<file path="src/rtl/isa_cfg_pkg.sv">
package isa_cfg_pkg;

  typedef enum logic [1:0] {
    ACC_NONE = 2'd0,
    ACC_RO   = 2'd1,
    ACC_RW   = 2'd2,
    ACC_W1C  = 2'd3
  } acc_e;

  localparam logic [7:0] A_STAT     = 8'h07;
  localparam logic [7:0] A_ROUTE_AB = 8'h43;
  localparam logic [7:0] A_ROUTE_CD = 8'h44;
  localparam logic [7:0] A_IRQ_GEN  = 8'h46;
  localparam logic [7:0] A_ISA_CLK  = 8'h56;
  localparam logic [7:0] A_SMI_CTL  = 8'hA3;
  localparam logic [7:0] A_HOST_CLK = 8'hA4;
  localparam logic [7:0] W1C_MASK   = 8'hF9;

  function automatic acc_e acc_kind(input logic [7:0] a);
    if (a <= 8'h03 || (a >= 8'h08 && a <= 8'h0B)) return ACC_RO;
    if (a == A_STAT) return ACC_W1C;
    if (a == 8'h04 || a == 8'h05 || a == 8'h0C || a == 8'h0D) return ACC_RW;
    if (a >= 8'h40 && a <= 8'h47) return ACC_RW;
    if (a >= 8'h50 && a <= 8'h56) return ACC_RW;
    if (a >= 8'h70 && a <= 8'h76) return ACC_RW;
    if (a == 8'h80 || a == 8'h81) return ACC_RW;
    if (a >= 8'h90 && a <= 8'h92) return ACC_RW;
    if (a >= 8'hA0 && a <= 8'hA8) return ACC_RW;
    return ACC_NONE;
  endfunction

  function automatic logic [7:0] init_val(input logic [7:0] a);
    case (a)
      8'h04: return 8'h0F;
      8'h07: return 8'h02;
      8'h40: return 8'h01;
      8'h41: return 8'h06;
      8'h42: return 8'h08;
      8'h43: return 8'h9A;
      8'h44: return 8'hBC;
      8'h45: return 8'h04;
      8'h47: return 8'h40;
      8'h50: return 8'h01;
      8'h51: return 8'h03;
      8'hA8: return 8'h20;
      default: return 8'h00;
    endcase
  endfunction

  function automatic logic [7:0] fixed_val(input logic [7:0] a, input logic [15:0] dev);
    case (a)
      8'h00: return 8'h60;
      8'h01: return 8'h10;
      8'h02: return dev[7:0];
      8'h03: return dev[15:8];
      8'h08: return 8'h0E;
      8'h0A: return 8'h01;
      8'h0B: return 8'h06;
      default: return 8'h00;
    endcase
  endfunction

endpackage

</file>
<file path="src/rtl/isa_cfg_regfile.sv">
module isa_cfg_regfile
  import isa_cfg_pkg::*;
#(
  parameter logic [15:0] DEVICE_ID = 16'h8886,
  parameter int          AW        = 8,
  parameter int          DW        = 8
) (
  input  logic          clk,
  input  logic          rst_n,
  input  logic          wr_en,
  input  logic [AW-1:0] wr_addr,
  input  logic [DW-1:0] wr_data,
  input  logic [AW-1:0] rd_addr,
  output logic [DW-1:0] rd_data,
  output logic [DW-1:0] route_ab,
  output logic [DW-1:0] route_cd,
  output logic [DW-1:0] isa_clk,
  output logic [DW-1:0] host_clk
);
  localparam int DEPTH = 1 << AW;

  logic [DW-1:0] mem [DEPTH];

  always_ff @(posedge clk) begin
    if (!rst_n) begin
      for (int i = 0; i < DEPTH; i++) mem[i] <= init_val(8'(i));
    end else if (wr_en) begin
      case (acc_kind(wr_addr))
        ACC_RW:  mem[wr_addr] <= wr_data;
        ACC_W1C: mem[wr_addr] <= mem[wr_addr] & ~(wr_data & W1C_MASK);
        default: ;
      endcase
    end
  end

  always_comb begin
    case (acc_kind(rd_addr))
      ACC_RO:           rd_data = fixed_val(rd_addr, DEVICE_ID);
      ACC_RW, ACC_W1C:  rd_data = mem[rd_addr];
      default:          rd_data = '0;
    endcase
  end

  assign route_ab = mem[A_ROUTE_AB];
  assign route_cd = mem[A_ROUTE_CD];
  assign isa_clk  = mem[A_ISA_CLK];
  assign host_clk = mem[A_HOST_CLK];

  logic [DW-1:0] stat_q;
  assign stat_q = mem[A_STAT];

  AST_STAT_NO_SET: assert property (@(posedge clk) disable iff (!rst_n)
    (wr_en && wr_addr == A_STAT) |=> ((stat_q & ~$past(stat_q)) == '0));

endmodule

</file>
<file path="src/rtl/isa_cfg_route.sv">
module isa_cfg_route
  import isa_cfg_pkg::*;
#(
  parameter int LANES = 4,
  parameter int NIB_W = 4
) (
  input  logic                   clk,
  input  logic                   rst_n,
  input  logic                   wr_en,
  input  logic [7:0]             wr_addr,
  input  logic [7:0]             route_ab,
  input  logic [7:0]             route_cd,
  output logic [LANES*NIB_W-1:0] route_code,
  output logic [LANES-1:0]       route_en
);
  for (genvar l = 0; l < LANES; l++) begin : g_lane
    localparam logic [7:0] SRC_ADDR = (l < 2) ? A_ROUTE_AB : A_ROUTE_CD;
    logic             live_q;
    logic [7:0]       src;
    logic [NIB_W-1:0] nib;

    always_ff @(posedge clk) begin
      if (!rst_n)                             live_q <= 1'b0;
      else if (wr_en && wr_addr == SRC_ADDR)  live_q <= 1'b1;
    end

    assign src = (l < 2) ? route_ab : route_cd;
    assign nib = (l % 2 == 0) ? src[7:4] : src[3:0];
    assign route_en[l] = live_q && (nib != '0);
    assign route_code[l*NIB_W +: NIB_W] = route_en[l] ? nib : '0;
  end

endmodule

</file>
<file path="src/rtl/isa_cfg_event.sv">
module isa_cfg_event
  import isa_cfg_pkg::*;
#(
  parameter int IRQ_W  = 16,
  parameter int IRQ_HI = 15,
  parameter int IRQ_LO = 10
) (
  input  logic             clk,
  input  logic             rst_n,
  input  logic             wr_en,
  input  logic [7:0]       wr_addr,
  input  logic [7:0]       wr_data,
  input  logic             smm_active,
  output logic [IRQ_W-1:0] irq_req,
  output logic             smi_req
);
  always_ff @(posedge clk) begin
    if (!rst_n) begin
      irq_req <= '0;
      smi_req <= 1'b0;
    end else begin
      irq_req <= '0;
      smi_req <= 1'b0;
      if (wr_en && wr_addr == A_IRQ_GEN && wr_data[6])
        irq_req <= wr_data[7] ? (IRQ_W'(1) << IRQ_HI) : (IRQ_W'(1) << IRQ_LO);
      if (wr_en && wr_addr == A_SMI_CTL && wr_data[7:6] == 2'b11 && !smm_active)
        smi_req <= 1'b1;
    end
  end

  AST_IRQ_ONEHOT: assert property (@(posedge clk) disable iff (!rst_n)
    $onehot0(irq_req));

  AST_SMI_OUTSIDE_SMM: assert property (@(posedge clk) disable iff (!rst_n)
    $rose(smi_req) |-> !$past(smm_active));

endmodule

</file>
<file path="src/rtl/isa_bridge_cfg.sv">
module isa_bridge_cfg
  import isa_cfg_pkg::*;
#(
  parameter logic [15:0] DEVICE_ID = 16'h8886
) (
  input  logic        clk,
  input  logic        rst_n,
  input  logic        req_valid,
  output logic        req_ready,
  input  logic        req_write,
  input  logic [7:0]  req_addr,
  input  logic [7:0]  req_wdata,
  output logic        rsp_valid,
  input  logic        rsp_ready,
  output logic [7:0]  rsp_rdata,
  input  logic        smm_active,
  output logic [15:0] route_code,
  output logic [3:0]  route_en,
  output logic [15:0] irq_req,
  output logic        smi_req,
  output logic [1:0]  isa_div,
  output logic        host_pci_1to1
);
  logic       accept, wr_stb;
  logic [7:0] rd_data, route_ab, route_cd, isa_clk, host_clk;

  assign req_ready = !rsp_valid || rsp_ready;
  assign accept    = req_valid && req_ready;
  assign wr_stb    = accept && req_write;

  isa_cfg_regfile #(.DEVICE_ID(DEVICE_ID), .AW(8), .DW(8)) u_regs (
    .clk(clk), .rst_n(rst_n),
    .wr_en(wr_stb), .wr_addr(req_addr), .wr_data(req_wdata),
    .rd_addr(req_addr), .rd_data(rd_data),
    .route_ab(route_ab), .route_cd(route_cd),
    .isa_clk(isa_clk), .host_clk(host_clk)
  );

  isa_cfg_route #(.LANES(4), .NIB_W(4)) u_route (
    .clk(clk), .rst_n(rst_n),
    .wr_en(wr_stb), .wr_addr(req_addr),
    .route_ab(route_ab), .route_cd(route_cd),
    .route_code(route_code), .route_en(route_en)
  );

  isa_cfg_event #(.IRQ_W(16), .IRQ_HI(15), .IRQ_LO(10)) u_event (
    .clk(clk), .rst_n(rst_n),
    .wr_en(wr_stb), .wr_addr(req_addr), .wr_data(req_wdata),
    .smm_active(smm_active),
    .irq_req(irq_req), .smi_req(smi_req)
  );

  always_ff @(posedge clk) begin
    if (!rst_n) begin
      rsp_valid <= 1'b0;
      rsp_rdata <= '0;
    end else if (accept && !req_write) begin
      rsp_valid <= 1'b1;
      rsp_rdata <= rd_data;
    end else if (rsp_ready) begin
      rsp_valid <= 1'b0;
    end
  end

  assign isa_div       = isa_clk[1] ? 2'd2 : 2'd3;
  assign host_pci_1to1 = host_clk[0];

  AST_RSP_HOLD: assert property (@(posedge clk) disable iff (!rst_n)
    (rsp_valid && !rsp_ready) |=> (rsp_valid && $stable(rsp_rdata)));

endmodule

</file>
<file path="config.mk">
export PLATFORM = sky130hd
export DESIGN_NAME = isa_bridge_cfg
export DESIGN_NICKNAME = d
export VERILOG_FILES = /design/src/rtl/isa_cfg_pkg.sv /design/src/rtl/isa_cfg_regfile.sv /design/src/rtl/isa_cfg_route.sv /design/src/rtl/isa_cfg_event.sv /design/src/rtl/isa_bridge_cfg.sv
export SDC_FILE = /design/constraint.sdc
export NUM_CORES = 2
export LEC_CHECK = 0
export BUFFER_PORTS_ARGS = -buffer_cell sky130_fd_sc_hd__buf_2
export CAP_MARGIN = 20
export CELL_PAD_IN_SITES_DETAIL_PLACEMENT = 1
export CELL_PAD_IN_SITES_GLOBAL_PLACEMENT = 1
export CORE_MARGIN = 2
export CORE_UTILIZATION = 50
export DETAILED_ROUTE_END_ITERATION = 7
export GPL_TIMING_DRIVEN = 1
export PLACE_DENSITY_LB_ADDON = 0.1
export SKIP_CTS_REPAIR_TIMING = 1
export SYNTH_ARGS = -nofsm -noshare
export SYNTH_HDL_FRONTEND = slang
export SYNTH_SLANG_ARGS = --single-unit
</file>
<file path="constraint.sdc">
create_clock -name clk -period 3.4 [get_ports clk]
set_input_delay 0.34 -clock clk [delete_from_list [all_inputs] [get_ports clk]]
set_output_delay 0.34 -clock clk [all_outputs]
set_load 0.01 [all_outputs]
</file>
; ---- Yosys cells after proc, flatten, opt, wreduce, memory -nomap -nowiden
; Memory sizes are Yosys's and may differ from the RTL's.
; Index checks and enable logic that the tools add are counted.
[totals]
wordCells = 271
reg_bits = 28
mem_count = 1
in_bits = 22
ram_bits = 2048
[mem_list]
columns = memory, words, word_bits, read_ports, rd_ports_with_merged_regs, write_ports, line_no
row1 = u_regs.mem, 256, 8, 5, 0, 256, isa_cfg_regfile.sv:22  ; logic [DW-1:0] mem [DEPTH];
[classes]
mux = 187
reduce_logical = 38
n_lt_le_gt_ge = 13
bitwise = 3
n_eq_ne = 23
[ops]
columns = cell, n
row1 = 8-bit two-way mux, 15
row2 = 1-bit two-way mux, 113
row3 = 2-bit two-way mux, 52
row4 = 8-bit case mux with 7 select lines, 1
row5 = "8-bit by 4-bit == test with 1-bit output, second input constant", 5
row6 = "8-bit by 3-bit == test with 1-bit output, second input constant", 3
row7 = "8-bit by 7-bit == test with 1-bit output, second input constant", 3
row8 = "8-bit == test, second input constant", 3
row9 = "8-bit by 7-bit >= comparator with 1-bit output, second input constant", 3
row10 = "8-bit by 7-bit less-or-equal comparator with 1-bit output, second input constant", 3
row11 = 1-bit logical AND, 20
row12 = "8-bit by 2-bit == test with 1-bit output, second input constant", 2
row13 = "8-bit >= comparator, second input constant", 2
row14 = "8-bit less-or-equal comparator, second input constant", 2
row15 = 16-bit two-way mux, 1
row16 = 4-bit two-way mux, 4
row17 = 8-bit case mux with 2 select lines, 1
row18 = 4-bit nonzero test, 4
row19 = "2-bit == test, second input constant", 5
row20 = 8-bit AND, 1
row21 = "8-bit by 1-bit == test with 1-bit output, second input constant", 1
row22 = "8-bit by 4-bit >= comparator with 1-bit output, second input constant", 1
row23 = "8-bit by 2-bit less-or-equal comparator with 1-bit output, second input constant", 1
row24 = "8-bit by 4-bit less-or-equal comparator with 1-bit output, second input constant", 1
row25 = other kinds (10), 17

; ---- Longest topological paths before layout
[depth]
depth_word = 77
mapped_depth = 15
ltp_nobuf = 7

; ---- Hierarchy
; From an unflattened synthesis, not the netlist that was laid out.
[unflattened]
hier_cells = 5510
hier_area_um2 = 91671.7
[by_module_without_submodules]
columns = module, instances, area_each_um2, cells_per_inst
row1 = isa_cfg_regfile, 1, 90773.3, 5407
row2 = isa_bridge_cfg, 1, 411.6, 44
row3 = isa_cfg_route, 1, 250.2, 32
row4 = isa_cfg_event, 1, 236.5, 27

; ---- Worst setup path after synthesis
; OpenSTA, ideal clock, no wires.
[synth_timing]
path_type = input port to flip-flop
startpoint = input port req_addr[0]
endpoint = memory u_regs.mem[68][5], data pin
n_path_buf = 6
t_required_ns = 3.141
stages = 13
setup_time_ns = 0.259
arrival_ns = 2.828
setup_slack_ns = 0.313
cell_sequence = buf_6 -> buf_6 -> buf_6 -> buf_2 -> mux4_2 -> a22oi_1 -> a21oi_1 -> o41ai_2 -> o211ai_1 -> a32oi_2 -> buf_6 -> buf_6 -> nand2_1
[synth_lines]
columns = element, line_no
row1 = start: declaration, isa_bridge_cfg.sv:11  ; input logic [7:0] req_addr,
row2 = end: declaration, isa_cfg_regfile.sv:22

==> metrics.md <==
| Metric | Value |
|---|---|
| Placed cells | 8556 |
| CTS sink count | 2062 |
| Largest net degree at the start of global routing | 148 |
| DIE WIDTH | roughly 410 µm |
| Pre-CTS setup slack | -0.8938 ns |
| Routed WL per cell | 26.15 µm |
| Detailed Route Iter0 Violations | between 4k and 5k |
| GRT Max-Usage Layer | met2 |
| Die ar. | 0.1679 mm² |
| Asr flop ratio synth | 0% |
| DR vias | 47.18k |
| Tot GR Track Use | 28.32% |
| Fmax | 296.6 MHz |
| Min Tclk post-route | ~3.4 ns |
| Distinct cell type count after synthesis | 69 |
| FILL cells | 14.84k |
| DRC Markers | 0 |
| WS Path Type | register to register |
| Root Buffer | clkbuf_16 |
| Setup crit start kind | register |
| Clk_skew | approximately 0.033 ns |
| N_diodes | 0 |
| Final ANT Viol Nets | 0 |
| TritonCTS clock tree | yes |
| Non-Filler Instances | approximately 9.0k |
| Die height | 409.8 µm |
| Max-Cap Viols | 0 |
| Peak supply drop | 593.4 µV |
| Hpwl dp | approximately 160 mm |
| Max-slew violation count | 0 |
| Static leakage | about 40 nW |
| Via/cell ratio | 5.271 |
| First-pass detailed-route iteration total | 5 |
| I/O Buffers | 56 |
| Setup-failing EPs final | 0 |
| First-pass GRT wire length | between 300 and 400 mm |
| Max H-tree Level | 4 |
| Worst Path Max Fanout | 19 |
| Fin crit share | approximately 100% |
| Worst Path Arrival | around 4.0 ns |
| Syn Area/Cell | 19.40 µm² |
| Slew @ Worst Pin | approximately 1.1 ns |
| Worst hold path type | input pin to register |
| Core ar. | 0.1631 mm² |
| Final hold viol count | 0 |
| Total Wirelength | 234.0 mm |
| Netlist Area Pre-Place | 0.08233 mm² |
| FF+latch count, synth | approximately 2.1k |
| EDFF count, synth | 2048 |
| Placement Rows | around 150 |
| Top FF cell, synth | edfxtp_1 |
| Seq/Total Area, Yosys | 75.03% |
| Deepest clock path buffer count | 3 |
| Cts bufs inserted | 209 |
| Final Worst Setup Slack | 0.02824 ns |
| Worst path required time | 3.98 ns |
| Ports | slightly above 70 |
| Area delta synth->final | 25.56% |
| Clk Latency, worst-skew pair | ~0.86 ns |
| Vias in the first global route | 51.15k |
| Mapped Cells | between 4k and 5k |
| Synth warnings | 0 |
| Met2 global-route usage | 48.26% |
| Slew headroom | about 24% |
| Starting Density | 50.47% |
| Antenna violations before repair | 10 |
| Placer congestion estimate | 0.8852 |
| Routing usage on met1 | 37.10% |
| Power per Cell Area | between 500 and 600 mW/mm² |
| GRT overflow | 0 |
| Status | completed |
| Clock Pin Slew Worst Setup and Hold Paths | 0.06 ns |
| CP Capture Type | register |
| Met3 global-route usage | 4.954% |
| Layout cells sized above 1 | between 20 and 25% |
| Fin nets | 6621 |
==> worst max-delay path, cell delays in order, from the launching register on <==
cell	delay, ns
edfxtp_1	0.43
mux4_2	0.56
a22oi_1	0.29
a21oi_1	0.19
or4_1	0.68
a311o_1	0.47
o211ai_4	0.15
buf_12	0.22
a21oi_1	0.09
==> where the power goes <==
part	switching, mW	internal, mW
logic	2.90	2.05
clock network	9.84	12.8
registers	0.566	29.9
==> layout by cell type, fill, tap and decap left out, types with 19 or more instances in the layout <==
cell       synthesis  final
inv_1            219    218
a22oi_1          189    189
buf_12             0    111
clkinv_1           3     58
buf_2             89     52
and2_1            24     23
clkbuf_16          0    213
a21oi_1          241    240
conb_1             2   1735
o22ai_1           19     19
mux4_2           467    467
o21ai_0           24     24
nand2_1           95     91
nor2_1           191    188
mux2_2            25     25
mux2i_1          103    103
buf_4             49    540
nand2b_1          19     19
nand3_1           35     35
clkbuf_1         113     27
clkinv_2           0     51
edfxtp_1        2048   2048
==> per-stage QoR <==
stage	area [µm²]	total power, mW	util [%]	TNS, ns	hold slack [ns]
2_1_floorplan	88840	33.36	-	0	0.4166
3_5_place_dp	96560	35.79	59.19	-164.36	0.5988
3_3_place_gp	96560	35.52	59.19	-179.28	0.5745
6_report	103400	58.12	63.37	0	0.02921
4_1_cts	103300	58.39	63.29	-12.30	-0.2506
5_1_grt	103400	59.79	63.37	-0.3949	0.01043
==> flip-flops by register name, indices dropped and copies added, names as in the netlist <==
register	flops
u_route.g_lane.live_q	2
u_regs.mem	2048
u_event.irq_req	2
rsp_valid	1
u_event.smi_req	1
rsp_rdata	8
==> cells by family after synthesis <==
kind of cell	Yosys count	synth area share (%)
buf+inv	527	3.144
flops	2062	75.03
compound gates	587	4.678
mux	595	14.37
other cells	2	0.009121
simple gates	469	2.755
xor+xnor	1	0.01064
==> cell type report <==
class,instances,area (µm²),area share [%]
clock inverter,142,1181,1.143
multi-input combinational,3387,24670,23.87
tap,2175,2721,2.632
timing repair buffer,714,6666,6.449
inverter,225,844.6,0.8170
sequential,2062,61780,59.76
clock buffer,246,5514,5.334
==> synthesized netlist by cell type (25+ instances only) <==
cell type	number	area, µm²
buf_2	89	445.4
buf_6	42	473.0
nand3_1	35	175.2
edfxtp_1	2048	61500
clkbuf_1	113	424.2
mux2_2	25	281.5
a21oi_1	241	1206
mux4_2	467	10520
mux2i_1	103	1031
buf_4	49	367.9
nand2_1	95	356.6
inv_1	219	822.0
nor2_1	191	716.9
a22oi_1	189	1419
==> routing by layer <==
metal,routed length (µm),up-vias
met5,65,-
li1,-,20160
met2,118800,1788
met3,16610,393
met1,90970,24840
met4,7620,10
==> path summary, 6_finish.rpt <==
kind                                          from  slack, ns                               end  cells after the start
setup reg to reg  u_regs.mem[127][7]$_SDFFCE_PN0P_       0.03  u_regs.mem[116][7]$_SDFFCE_PN0P_                      8
hold reg to reg             rsp_valid$_SDFFE_PN0P_       0.62            rsp_valid$_SDFFE_PN0P_                      2
hold / removal                        req_wdata[5]       0.03    u_regs.mem[7][5]$_SDFFCE_PN0P_                      2
setup / recovery  u_regs.mem[127][7]$_SDFFCE_PN0P_       0.03  u_regs.mem[116][7]$_SDFFCE_PN0P_                      8
Power figures use the tool's default switching activity.
